## config.mk

```make
export PLATFORM = sky130hd
export DESIGN_NAME = can_acf_bank
export DESIGN_NICKNAME = d
export VERILOG_FILES = /design/src/rtl/can_acf_pkg.sv /design/src/rtl/can_acf_cfg.sv /design/src/rtl/can_acf_cmp.sv /design/src/rtl/can_acf_sel.sv /design/src/rtl/can_acf_bank.sv
export SDC_FILE = /design/constraint.sdc
export NUM_CORES = 1
export LEC_CHECK = 0
export BUFFER_PORTS_ARGS = -buffer_cell sky130_fd_sc_hd__buf_2
export CORE_MARGIN = 1
export CORE_UTILIZATION = 55
export DETAILED_ROUTE_END_ITERATION = 10
export GPL_ROUTABILITY_DRIVEN = 0
export GPL_TIMING_DRIVEN = 0
export PLACE_DENSITY = 0.78
export SYNTH_ARGS = -nofsm -noshare
export SYNTH_HDL_FRONTEND = slang
export SYNTH_SLANG_ARGS = --single-unit
```

## constraint.sdc

```tcl
create_clock -name clk -period 2.3 [get_ports clk]
set_input_delay 0.115 -clock clk [delete_from_list [all_inputs] [get_ports clk]]
set_output_delay 0.115 -clock clk [all_outputs]
set_load 0.005 [all_outputs]
```

## src/rtl/can_acf_pkg.sv

```systemverilog
package can_acf_pkg;
  localparam int BASE_W  = 11;
  localparam int EXT_W   = 18;
  localparam int WORD_W  = 32;
  localparam int HALF_W  = WORD_W / 2;
  localparam int NFLT    = 4;
  localparam int CNT_W   = $clog2(NFLT) + 1;
  localparam int NARROW_EXT = 3;

  localparam logic [1:0] ADDR_WA  = 2'd0;
  localparam logic [1:0] ADDR_WB  = 2'd1;
  localparam logic [1:0] ADDR_CTL = 2'd2;

  localparam int CTL_EN    = 0;
  localparam int CTL_WIDE  = 1;
  localparam int CTL_LIST  = 2;

  typedef struct packed {
    logic [BASE_W-1:0] base;
    logic [EXT_W-1:0]  ext;
    logic              ide;
    logic              rtr;
  } rx_id_t;
endpackage

```

## src/rtl/can_acf_cfg.sv

```systemverilog
module can_acf_cfg
  import can_acf_pkg::*;
(
  input  logic              clk,
  input  logic              rst_n,
  input  logic              we,
  input  logic [1:0]        addr,
  input  logic [WORD_W-1:0] wdata,
  output logic [WORD_W-1:0] word_a,
  output logic [WORD_W-1:0] word_b,
  output logic              en,
  output logic              wide,
  output logic              list
);
  logic [WORD_W-1:0] wa_q, wa_d, wb_q, wb_d;
  logic en_q, en_d, wide_q, wide_d, list_q, list_d;

  // next-state: shape bits only move while the bank is disabled
  always_comb begin
    wa_d   = wa_q;
    wb_d   = wb_q;
    en_d   = en_q;
    wide_d = wide_q;
    list_d = list_q;
    if (we) begin
      case (addr)
        ADDR_WA:  wa_d = wdata;
        ADDR_WB:  wb_d = wdata;
        ADDR_CTL: begin
          en_d = wdata[CTL_EN];
          if (!en_q) begin
            wide_d = wdata[CTL_WIDE];
            list_d = wdata[CTL_LIST];
          end
        end
        default: ;
      endcase
    end
  end

  always_ff @(posedge clk or negedge rst_n) begin
    if (!rst_n) begin
      wa_q   <= '0;
      wb_q   <= '0;
      en_q   <= 1'b0;
      wide_q <= 1'b0;
      list_q <= 1'b0;
    end else begin
      wa_q   <= wa_d;
      wb_q   <= wb_d;
      en_q   <= en_d;
      wide_q <= wide_d;
      list_q <= list_d;
    end
  end

  assign word_a = wa_q;
  assign word_b = wb_q;
  assign en     = en_q;
  assign wide   = wide_q;
  assign list   = list_q;

  // an enabled bank keeps its scale and mode across the next edge
  p_shape_frozen_r8: assert property (@(posedge clk) disable iff (!rst_n)
    en_q |=> $stable({wide_q, list_q}));

  // a write to the reserved address changes nothing
  p_reserved_addr_r2: assert property (@(posedge clk) disable iff (!rst_n)
    (we && addr == 2'd3) |=> $stable({wa_q, wb_q, en_q, wide_q, list_q}));
endmodule

```

## src/rtl/can_acf_cmp.sv

```systemverilog
module can_acf_cmp #(
  parameter int W = 16
) (
  input  logic [W-1:0] key,
  input  logic [W-1:0] pat,
  input  logic [W-1:0] care,
  output logic         hit
);
  logic [W-1:0] diff;

  always_comb begin
    diff = (key ^ pat) & care;
    hit  = (diff == '0);
  end
endmodule

```

## src/rtl/can_acf_sel.sv

```systemverilog
module can_acf_sel
  import can_acf_pkg::*;
(
  input  logic             en,
  input  logic             wide,
  input  logic             list,
  input  logic [1:0]       wide_hit,
  input  logic [NFLT-1:0]  narrow_hit,
  output logic [NFLT-1:0]  hits,
  output logic [CNT_W-1:0] count
);
  logic [NFLT-1:0] raw;

  always_comb begin
    raw = '0;
    if (wide) begin
      raw[0] = wide_hit[0];
      raw[1] = list & wide_hit[1];
      count  = list ? CNT_W'(2) : CNT_W'(1);
    end else begin
      raw[1:0] = narrow_hit[1:0];
      if (list) raw[NFLT-1:2] = narrow_hit[NFLT-1:2];
      count    = list ? CNT_W'(4) : CNT_W'(2);
    end
    hits = en ? raw : '0;
  end
endmodule

```

## src/rtl/can_acf_bank.sv

```systemverilog
module can_acf_bank
  import can_acf_pkg::*;
(
  input  logic        clk,
  input  logic        rst_n,
  input  logic        cfg_we,
  input  logic [1:0]  cfg_addr,
  input  logic [31:0] cfg_wdata,
  input  logic [10:0] rx_base,
  input  logic [17:0] rx_ext,
  input  logic        rx_ide,
  input  logic        rx_rtr,
  output logic [3:0]  hit_vec,
  output logic [2:0]  flt_count
);
  localparam int NWIDE = 2;
  localparam logic [WORD_W-1:0] RSV_OFF = {{(WORD_W-1){1'b1}}, 1'b0};

  // reset: asserted at once, released on a clock edge
  logic [1:0] rst_sync_q;
  logic       rst_core_n;

  always_ff @(posedge clk or negedge rst_n) begin
    if (!rst_n) rst_sync_q <= 2'b00;
    else        rst_sync_q <= {rst_sync_q[0], 1'b1};
  end
  assign rst_core_n = rst_sync_q[1];

  logic [WORD_W-1:0] word_a, word_b;
  logic              cfg_en, cfg_wide, cfg_list;

  can_acf_cfg u_cfg (
    .clk    (clk),
    .rst_n  (rst_core_n),
    .we     (cfg_we),
    .addr   (cfg_addr),
    .wdata  (cfg_wdata),
    .word_a (word_a),
    .word_b (word_b),
    .en     (cfg_en),
    .wide   (cfg_wide),
    .list   (cfg_list)
  );

  rx_id_t            rx;
  logic [WORD_W-1:0] key_w;
  logic [HALF_W-1:0] key_n;

  always_comb begin
    rx.base = rx_base;
    rx.ext  = rx_ext;
    rx.ide  = rx_ide;
    rx.rtr  = rx_rtr;
    key_w   = {rx, 1'b0};
    key_n   = {rx.base, rx.rtr, rx.ide, rx.ext[EXT_W-1 -: NARROW_EXT]};
  end

  // wide filters: pattern and care per filter
  logic [WORD_W-1:0] w_pat  [NWIDE];
  logic [WORD_W-1:0] w_care [NWIDE];
  logic [NWIDE-1:0]  w_hit;

  always_comb begin
    w_pat[0]  = word_a;
    w_care[0] = (cfg_list ? '1 : word_b) & RSV_OFF;
    w_pat[1]  = word_b;
    w_care[1] = RSV_OFF;
  end

  // narrow filters: halves in order A.lo, A.hi, B.lo, B.hi
  logic [HALF_W-1:0] half [NFLT];
  logic [HALF_W-1:0] n_pat  [NFLT];
  logic [HALF_W-1:0] n_care [NFLT];
  logic [NFLT-1:0]   n_hit;

  always_comb begin
    half[0] = word_a[HALF_W-1:0];
    half[1] = word_a[WORD_W-1:HALF_W];
    half[2] = word_b[HALF_W-1:0];
    half[3] = word_b[WORD_W-1:HALF_W];
    for (int i = 0; i < NFLT; i++) begin
      n_pat[i]  = half[i];
      n_care[i] = '1;
    end
    if (!cfg_list) begin
      n_pat[0]  = half[0];
      n_care[0] = half[1];
      n_pat[1]  = half[2];
      n_care[1] = half[3];
    end
  end

  for (genvar g = 0; g < NWIDE; g++) begin : g_wide
    can_acf_cmp #(.W(WORD_W)) u_cmp (
      .key  (key_w),
      .pat  (w_pat[g]),
      .care (w_care[g]),
      .hit  (w_hit[g])
    );
  end

  for (genvar g = 0; g < NFLT; g++) begin : g_narrow
    can_acf_cmp #(.W(HALF_W)) u_cmp (
      .key  (key_n),
      .pat  (n_pat[g]),
      .care (n_care[g]),
      .hit  (n_hit[g])
    );
  end

  can_acf_sel u_sel (
    .en         (cfg_en),
    .wide       (cfg_wide),
    .list       (cfg_list),
    .wide_hit   (w_hit),
    .narrow_hit (n_hit),
    .hits       (hit_vec),
    .count      (flt_count)
  );

  // a disabled bank stays silent
  p_idle_silent_r7: assert property (@(posedge clk) disable iff (!rst_core_n)
    !cfg_en |-> hit_vec == 4'b0000);

  // flags never reach past the occupied filter count
  p_hits_in_range_r9: assert property (@(posedge clk) disable iff (!rst_core_n)
    (hit_vec >> flt_count) == 4'b0000);

  // the count is always one of 1, 2 or 4
  p_count_code_r9: assert property (@(posedge clk) disable iff (!rst_core_n)
    $countones(flt_count) == 1 && flt_count != 3'd0);

  // wide mask mode offers a single filter
  p_wide_mask_single_r3: assert property (@(posedge clk) disable iff (!rst_core_n)
    (flt_count == 3'd1) |-> hit_vec[3:1] == 3'b000);
endmodule

```

After elaboration in Yosys (flattened, before gate mapping)
Cells that the tools add are included.
{ "totals": {"register_bits": 69, "input_bits": 68, "output_inout_bits": 7, "elab_cells": 40} }
{ "op_classes": {"eq_ne": 2, "muxes": 10, "bitwise": 11, "n_reduce_logical": 11} }
{ "ops": {"columns": ["cell", "count"], "rows": [
  ["$logic_not A16 Y1", 4],
  ["$logic_not A32 Y1", 2],
  ["$mux W32", 2],
  ["$xor A16 B16 Y16", 4],
  ["$xor A32 B32 Y32", 2],
  ["$and A16 B16 Y16", 2],
  ["$and A32 B32 Y32", 1],
  ["$mux W16", 1],
  ["$mux W2", 4],
  ["$mux W3", 2],
  ["$reduce_and A2 Y1", 3],
  ["$mux W4", 1],
  ["$reduce_and A3 Y1", 1],
  ["$eq A2 B1 Y1 const B", 1],
  ["$eq A2 B2 Y1 const B", 1],
  ["$logic_not A2 Y1", 1],
  ["$and A1 B1 Y1", 1],
  ["$not A1 Y1", 1]
]} }

Longest topological paths before layout
Gate-level depths: netlist (run 1).
{ "depth": {"depth_word": 6, "ltp_mapped": 8, "mapped_depth_nobuf": 5} }

Hierarchy
From an unflattened synthesis (run 1), not the netlist that was laid out.
{ "hier_totals": {"cells_unflattened": 443, "hier_area_um2": 4971.0} }
{ "modules_own_cells": {"columns": ["mod", "n_inst", "cells_each", "area_per_inst_um2", "seq_area_each_um2"], "rows": [
  ["can_acf_cfg", 1, 144, 2522.4, 1676.6],
  ["can_acf_cmp at g_wide[0].u_cmp ...", 2, 53, 437.9, 0.0],
  ["can_acf_cmp at g_narrow[0].u_cmp ...", 4, 27, 216.5, 0.0],
  ["can_acf_bank", 1, 74, 623.1, 50.0],
  ["can_acf_sel", 1, 11, 83.8, 0.0]
]} }

Least setup slack after synthesis (run 1)
OpenSTA, ideal clock, no wires.
{ "synth_path": {"path_type": "reg2out", "startpoint": "register u_cfg.list_q, in the netlist u_cfg.list", "endpoint": "output port hit_vec[0]", "arrival_time_ns": 1.604, "t_required_ns": 2.185, "setup_slack_ns": 0.581, "path_stages_with_launch": 7, "n_path_buf": 1, "cell_sequence": "dfrtp_1 -> buf_4 -> nor2_1 -> o22ai_1 -> or4_1 -> or3_1 -> o31ai_1"} }
{ "synth_via": {"elab_chain_cells": 5, "word_cells_on_any_way": 8, "classes_between": "mux: 4; bitwise: 2; reduce/logical: 2"} }
{ "synth_lines": {"columns": ["item", "line_no", "text"], "rows": [
  ["start, declared", "can_acf_cfg.sv:16", "logic en_q, en_d, wide_q, wide_d, list_q, list_d;"],
  ["start signal, assigned", "can_acf_cfg.sv:53", "list_q <= list_d;"],
  ["$mux W32, on equally long branches", "can_acf_bank.sv:65, can_acf_bank.sv:85", null],
  ["$and A32 B32 Y32 / $and A16 B16 Y16 (equally long branches)", "can_acf_cmp.sv:12", "diff = (key ^ pat) & care;"],
  ["$logic_not A32 Y1 / $logic_not A16 Y1 (equally long branches)", "can_acf_cmp.sv:13", "hit = (diff == '0);"],
  ["$mux W2 (*)", "can_acf_sel.sv:16", "if (wide) begin"],
  ["$mux W4 (*)", "can_acf_sel.sv:25", "hits = en ? raw : '0;"],
  ["end, declared", "can_acf_bank.sv:13", "output logic [3:0] hit_vec,"]
]} }
Every way passes the cells marked *; elsewhere a longest branch is shown, timed or not.

Worst setup path after layout (run 1)
Ends and elaborated chain as after synthesis.

==> flow_summary.yaml, run 1 <==
outcome:
  status: "complete, but fails checks"
  failed_checks: "negative hold slack, negative setup slack"
yosys:
  ys_seq_elements: 69
  synthCells: 431
  ys_warn_count: 0
  avgSynthCellArea_um2: 10.5
  synth_nets: 501
  synthArstFlopShare_pct: 100
  synth_flop_cell: "dfrtp_1"
  yosysSeqAreaShare_pct: 38.2
  synth_edf_count: 0
  synth.distinct_cells: 48
  synth_area_mm2: 0.00452
worst_setup_path:
  setup.worst_path.end_class: "output pin"
  worstPathRequired_ns: 2.18
  startpoint_type: "flip-flop"
  path_class: "flip-flop to output pin"
  crit_fanout: 5
  cp.arrival_ns: 2.36
grt:
  grt_pass1_wl_um: 20900
  grt_max_degree: 43
  antenna_found_initial: 0
  grt_remaining_overflow: 0
  grt_usage_pct: 32.2
  grt_pass1_vias: 4034
cells_and_area:
  nets: 593
  fill_cells: 588
  drive_above_1_share_pct: 36.4
  fin_area_mm2: 0.00552
  final_common_cell: "dfrtp_1"
  final_cell_mix: "dfrtp_1 (67), mux2_2 (65), buf_2 (64)"
  areaGrowthSynthToFinish_pct: 22.1
  diodes: 0
placed_design:
  post_dp_cell_area_mm2: 0.00496
  dpl.hpwl_um: 9720
  portBuffers: 59
  place_ws_ns: -0.0352
drt:
  wl_per_cell_um: 21.4
  drt-vias-per-instance: 6.37
  drt_wl_total_um: 13500
  drc: 0
  drtIter0Drc: 468
  dr_total_vias: 4011
  first_pass_iters: 5
  drtAntennaViolNets: 0
clock_tree:
  htree_levels: 3
  cts_root_buffer: "clkbuf_8"
  cts_sinks: 69
  cts_max_path_buffers: 2
  clkLatencyLatePin_ns: 0.36
  clk_pin_slew_ns: 0.08
  cts_tree: "built"
  cts_buffers: 9
floorplan:
  die_height_um: 92.6
  die_w_um: 92.6
  ioPinCount: 75
  start_util_pct: 57.6
  dieArea_mm2: 0.00858
  core_mm2: 0.00785
  rows: 32
sta:
  hold_ws_ns: -0.000118
  setup_tns_ns: -0.325
  min_period_ns: 2.48
  rsz0062_at_grt: "true"
  worstMarginPinSlew_ns: 0.857
  timing.fmax_ghz: 0.404
  period_share_pct: 108
  skew_ns: 0.0103
  setup_viol: 2
  hold_viol: 1
  worst_slack_ns: -0.176
  relSlewSlack_pct: 42.7
  slew_viol_final: 0
run:
  drv_cap: 0
worst_hold_path:
  holdCritPathClass: "primary input to flip-flop"
power:
  vdd_drop_max_v: 0.000693
  power_density_mw_per_mm2: 815
  leakagePower_nw: 2.22
## cells by family (layout without fill, tap and decap cells)
group                      after synthesis  count (layout)  synth area share (%)
xor gates and xnor gates                97              97                  18.8
and+or+nand+nor                         91              91                  11.6
other                                    1               1                0.0830
AOI/OAI and AO/OA                       71              71                  11.0
buffers and inverters                   35             132                  3.52
DFF                                     69              69                  38.2
muxes                                   65              65                  16.2
adders and majority gates                2               2                 0.554
## critical path: stages, from the launching register on
cell and delay, ns:
dfrtp_2 0.47, buf_6 0.16, buf_6 0.12, nor2_4 0.08
o22ai_2 0.08, or4_4 0.49, or3_4 0.39, o31ai_4 0.07
buf_2 0.16
## synthesized netlist by cell type, types with 11 or more instances
master,number,area share (%)
a21oi_1,17,1.9
clkbuf_1,16,1.3
dfrtp_1,69,38
mux2_2,65,16
nand3b_1,11,1.8
nand4_1,14,1.9
nor2_1,16,1.3
o22ai_1,13,1.8
xnor2_1,57,11
xor2_1,40,7.8
## final cells by class
class / count / area (um^2) / share of cell area [%]
multi-input cells: 327 / 2750 / 49.8
clock inverters: 6 / 71.3 / 1.29
flip-flops and latches: 69 / 1730 / 31.3
plain buffers: 30 / 190 / 3.45
well taps: 102 / 128 / 2.31
clock buffers: 10 / 128 / 2.31
inverters: 5 / 21.3 / 0.385
repair buffers: 81 / 507 / 9.18
## stage by stage
stage	power [mW]	instances	util, %
after CTS	4.36	627	69.1
final	4.50	630	70.3
after detailed placement	3.21	593	63.2
after floorplan	2.75	431	-
after global placement	3.15	592	63.0
after global routing	4.69	630	70.3
## report_power, final
group          internal, mW  switching, mW  total, mW  leakage [nW]
combinational         0.852          0.779       1.63          1.31
clock                 0.510          0.503       1.01        0.0935
sequential             1.44          0.414       1.85         0.814
total                  2.80           1.70       4.50          2.22
## routing by layer
layer,GRT usage [%],part of all wire (%),vias up
met5,0,0,-
met4,12.6,3.6,0
met3,6.98,8.5,56
met2,52.2,47,260
met1,42.2,41,1947
li1,-,-,1748
## what timing repair did
item / in CTS / in global routing
endpoints found under the hold margin: 17 / 0
buffers inserted: 5 / 3
gates cloned: 1 / 0
endpoints found under the setup margin: 3 / 3
pin swaps: 9 / 13
resized for setup: 25 / 20
hold buffers: 12 / 0
## path summary, 6_finish.rpt
check                              startpoint                to  slack (ns)  cells past startpoint
worst max-delay path               u_cfg.list        hit_vec[0]       -0.18                      8
worst min-delay path            cfg_wdata[29]  u_cfg.word_a[29]     -0.0001                      2
worst max register to register     u_cfg.list        u_cfg.list        1.11                      5
worst min register to register  rst_sync_q[1]  u_cfg.word_b[17]        0.29                      0
max in group asynchronous       rst_sync_q[1]   u_cfg.word_a[9]        1.37                      1
min in group asynchronous               rst_n     rst_sync_q[1]        0.06                      2
## registers in the layout, indices dropped and copies added (netlist names)
register      cells
u_cfg.word_a     32
rst_sync_q        2
u_cfg.en          1
u_cfg.list        1
u_cfg.word_b     32
u_cfg.wide        1
Note: power is estimated with default switching activity, not from simulation.
==> inputs of run 2 (changes only) <==
ABC_AREA = 1   (was not set)
CTS_CLUSTER_SIZE = 12   (was not set)
==> run 2 against run 1 <==
Net effect:
- the run now ends clean
- critical endpoint unchanged
- non-clock buffer count down 12
- core utilization is 4.8 points lower
- via count rose by 37%
- setup slack improved by 0.19 ns
- wire length is 20% higher
==> flow_summary.yaml, run 2 <==
drt:
  drtIter0Drc: 584
  drtAntennaViolNets: 0
  wl_per_cell_um: 17.0
  drc: 0
  drt_wl_total_um: 16200
  first_pass_iters: 6
  dr_total_vias: 5493
  drt-vias-per-instance: 5.77
clock_tree:
  cts_tree: "built"
  htree_levels: 3
  clkLatencyLatePin_ns: 0.35
  clk_pin_slew_ns: 0.08
  cts_sinks: 69
  cts_max_path_buffers: 2
  cts_root_buffer: "clkbuf_8"
  cts_buffers: 9
cells_and_area:
  fill_cells: 816
  final_cell_mix: "nand2_1 (256), inv_1 (94), o21ai_0 (91)"
  drive_above_1_share_pct: 14.0
  nets: 909
  diodes: 0
  areaGrowthSynthToFinish_pct: 15.8
  final_common_cell: "nand2_1"
sta:
  period_share_pct: 99.5
  rsz0062_at_grt: "true"
  skew_ns: 0.00907
  min_period_ns: 2.29
  worst_slack_ns: 0.0113
  relSlewSlack_pct: 54.7
  setup_viol: 0
  hold_viol: 0
  worstMarginPinSlew_ns: 0.680
  hold_ws_ns: 0.0164
  slew_viol_final: 0
  timing.fmax_ghz: 0.437
worst_setup_path:
  regToRegStartpoint: "u_cfg.list"
  setup.worst_path.end_class: "output pin"
  crit_start: "u_cfg.list"
  worstPathRequired_ns: 2.18
  r2r-end: "u_cfg.list"
  reg2reg_depth: 4
  rrSetupSlack_ns: 1.18
  crit_fanout: 10
  cp.arrival_ns: 2.17
  path_class: "flip-flop to output pin"
  startpoint_type: "flip-flop"
worst_hold_path:
  holdCritPathClass: "primary input to flip-flop"
  hold_end: "u_cfg.word_b[15]"
  hold_depth: 3
  min_from: "cfg_wdata[15]"
floorplan:
  die_height_um: 96.7
  start_util_pct: 56.6
  die_w_um: 96.7
  rows: 34
  ioPinCount: 75
  core_mm2: 0.00872
  dieArea_mm2: 0.00936
grt:
  grt_pass1_vias: 5118
  grt_usage_pct: 35.3
  grt_max_degree: 40
  grt_pass1_wl_um: 25800
  grt_remaining_overflow: 0
  antenna_found_initial: 0
yosys:
  avgSynthCellArea_um2: 6.47
  synthCells: 763
  synth.distinct_cells: 33
  yosys.area_share.simple_pct: 34.2
  ys_warn_count: 0
  synth_most_common_cell: "nand2_1"
  synth_flop_cell: "dfrtp_1"
  synth-compound-area-share_pct: 13.9
  synthArstFlopShare_pct: 100
  yosys-mux-area-fraction_pct: 0
  synth_xor_area_share_pct: 5.32
  synth_top_family_by_area: "simple AND/OR/NAND/NOR gates"
  ys_seq_elements: 69
  synth_nets: 833
  synth_common_cells: "nand2_1 (256), o21ai_0 (96), inv_1 (94), dfrtp_1 (69), nor2_1 (64)"
  synth_edf_count: 0
  yosys.area_share.adder_pct: 0.507
  yosysTopAreaCell: "dfrtp_1"
  synth_area_mm2: 0.00494
  synth_top_area_share_pct: 35.0
  yosysSeqAreaShare_pct: 35.0
  synthTopCellsByArea: "dfrtp_1 (35%), nand2_1 (19%), o21ai_0 (9.7%)"
placed_design:
  place_ws_ns: 0.375
  portBuffers: 61
  dpl.hpwl_um: 12400
power:
  leakagePower_nw: 3.03
  vdd_drop_max_v: 0.000512
  power_density_mw_per_mm2: 785
run:
  drv_cap: 0
outcome:
  status: "finished clean"
-- run 2: cell types whose count changed after synthesis, moves of 48 or more --
cell / before / now
o21ai_0: 7 / 96
mux2_2: 65 / 0
nor2_1: 16 / 64
nand2_1: 10 / 256
inv_1: 5 / 94
-- run 2: cells by family (layout without fill, tap and decap cells) --
logic type,Yosys count,count (layout)
adders and majority gates,2,2
AOI/OAI and AO/OA,126,126
buffers and inverters,129,210
DFF,69,69
xor gates and xnor gates,30,30
other,1,1
and+or+nand+nor,406,406
-- run 2: repair_timing --
item | CTS | global route
gates resized for setup | 3 | 14
hold endpoints to repair | 2 | 0
hold buffers | 1 | 0
endpoints found under the setup margin | 2 | 4
pin swaps | 0 | 5
buffers inserted | 0 | 2
-- run 2: routing by layer --
layer | global-route usage (%) | wire (um)
met5 | 0 | 0
met3 | 6.21 | 1640
met4 | 17.1 | 777
met1 | 47.3 | 6520
met2 | 55.3 | 7210
-- run 2: worst max path at each step --
stage,end,slack [ns],depth (start not counted)
5_1_grt,hit_vec[0],-0.03,11
2_1_floorplan,u_cfg.en,0.24,0
3_3_place_gp,u_cfg.list,-0.38,0
4_1_cts,hit_vec[0],0.007,13
6_report,hit_vec[0],0.01,11
3_5_place_dp,hit_vec[0],0.37,8
-- run 2: report_power, final --
part	internal [mW]	leakage (nW)	total (mW)	switching, mW
clock	0.726	0.120	1.24	0.513
sequential	1.40	0.859	1.73	0.323
combinational	0.608	2.05	1.52	0.914
total	2.74	3.03	4.49	1.75
-- run 2: worst max-delay path, stage by stage, from the launching register on --
cell and delay [ns]:
dfrtp_1 0.40, buf_6 0.15, buf_6 0.15, buf_6 0.15, nor2_1 0.10, a21oi_1 0.05
o21ai_1 0.14, nand4_1 0.13, nor2_2 0.20, nand4_1 0.10, nand2_1 0.12, buf_2 0.12
-- run 2: through the flow --
step	instances	util [%]	total power, mW	cell area, um^2	setup TNS, ns
global route	952	65.5	4.75	5720	-0.0328
CTS	950	65.0	4.40	5670	0
detailed placement	933	61.9	3.15	5400	0
floorplan	763	-	2.65	4940	0
finish	952	65.5	4.49	5720	0
global placement	932	61.7	3.11	5380	-25.27
-- run 2: layout make-up --
| type | instances | area (um^2) | share of cell area [%] |
|---|---|---|---|
| Buffer | 34 | 195 | 3.42 |
| Clock buffer | 9 | 124 | 2.17 |
| Clock inverter | 7 | 120 | 2.10 |
| Inverter | 95 | 359 | 6.28 |
| Multi-Input combinational cell | 565 | 2700 | 47.3 |
| Sequential cell | 69 | 1730 | 30.2 |
| Tap cell | 108 | 135 | 2.36 |
| Timing Repair Buffer | 65 | 350 | 6.13 |
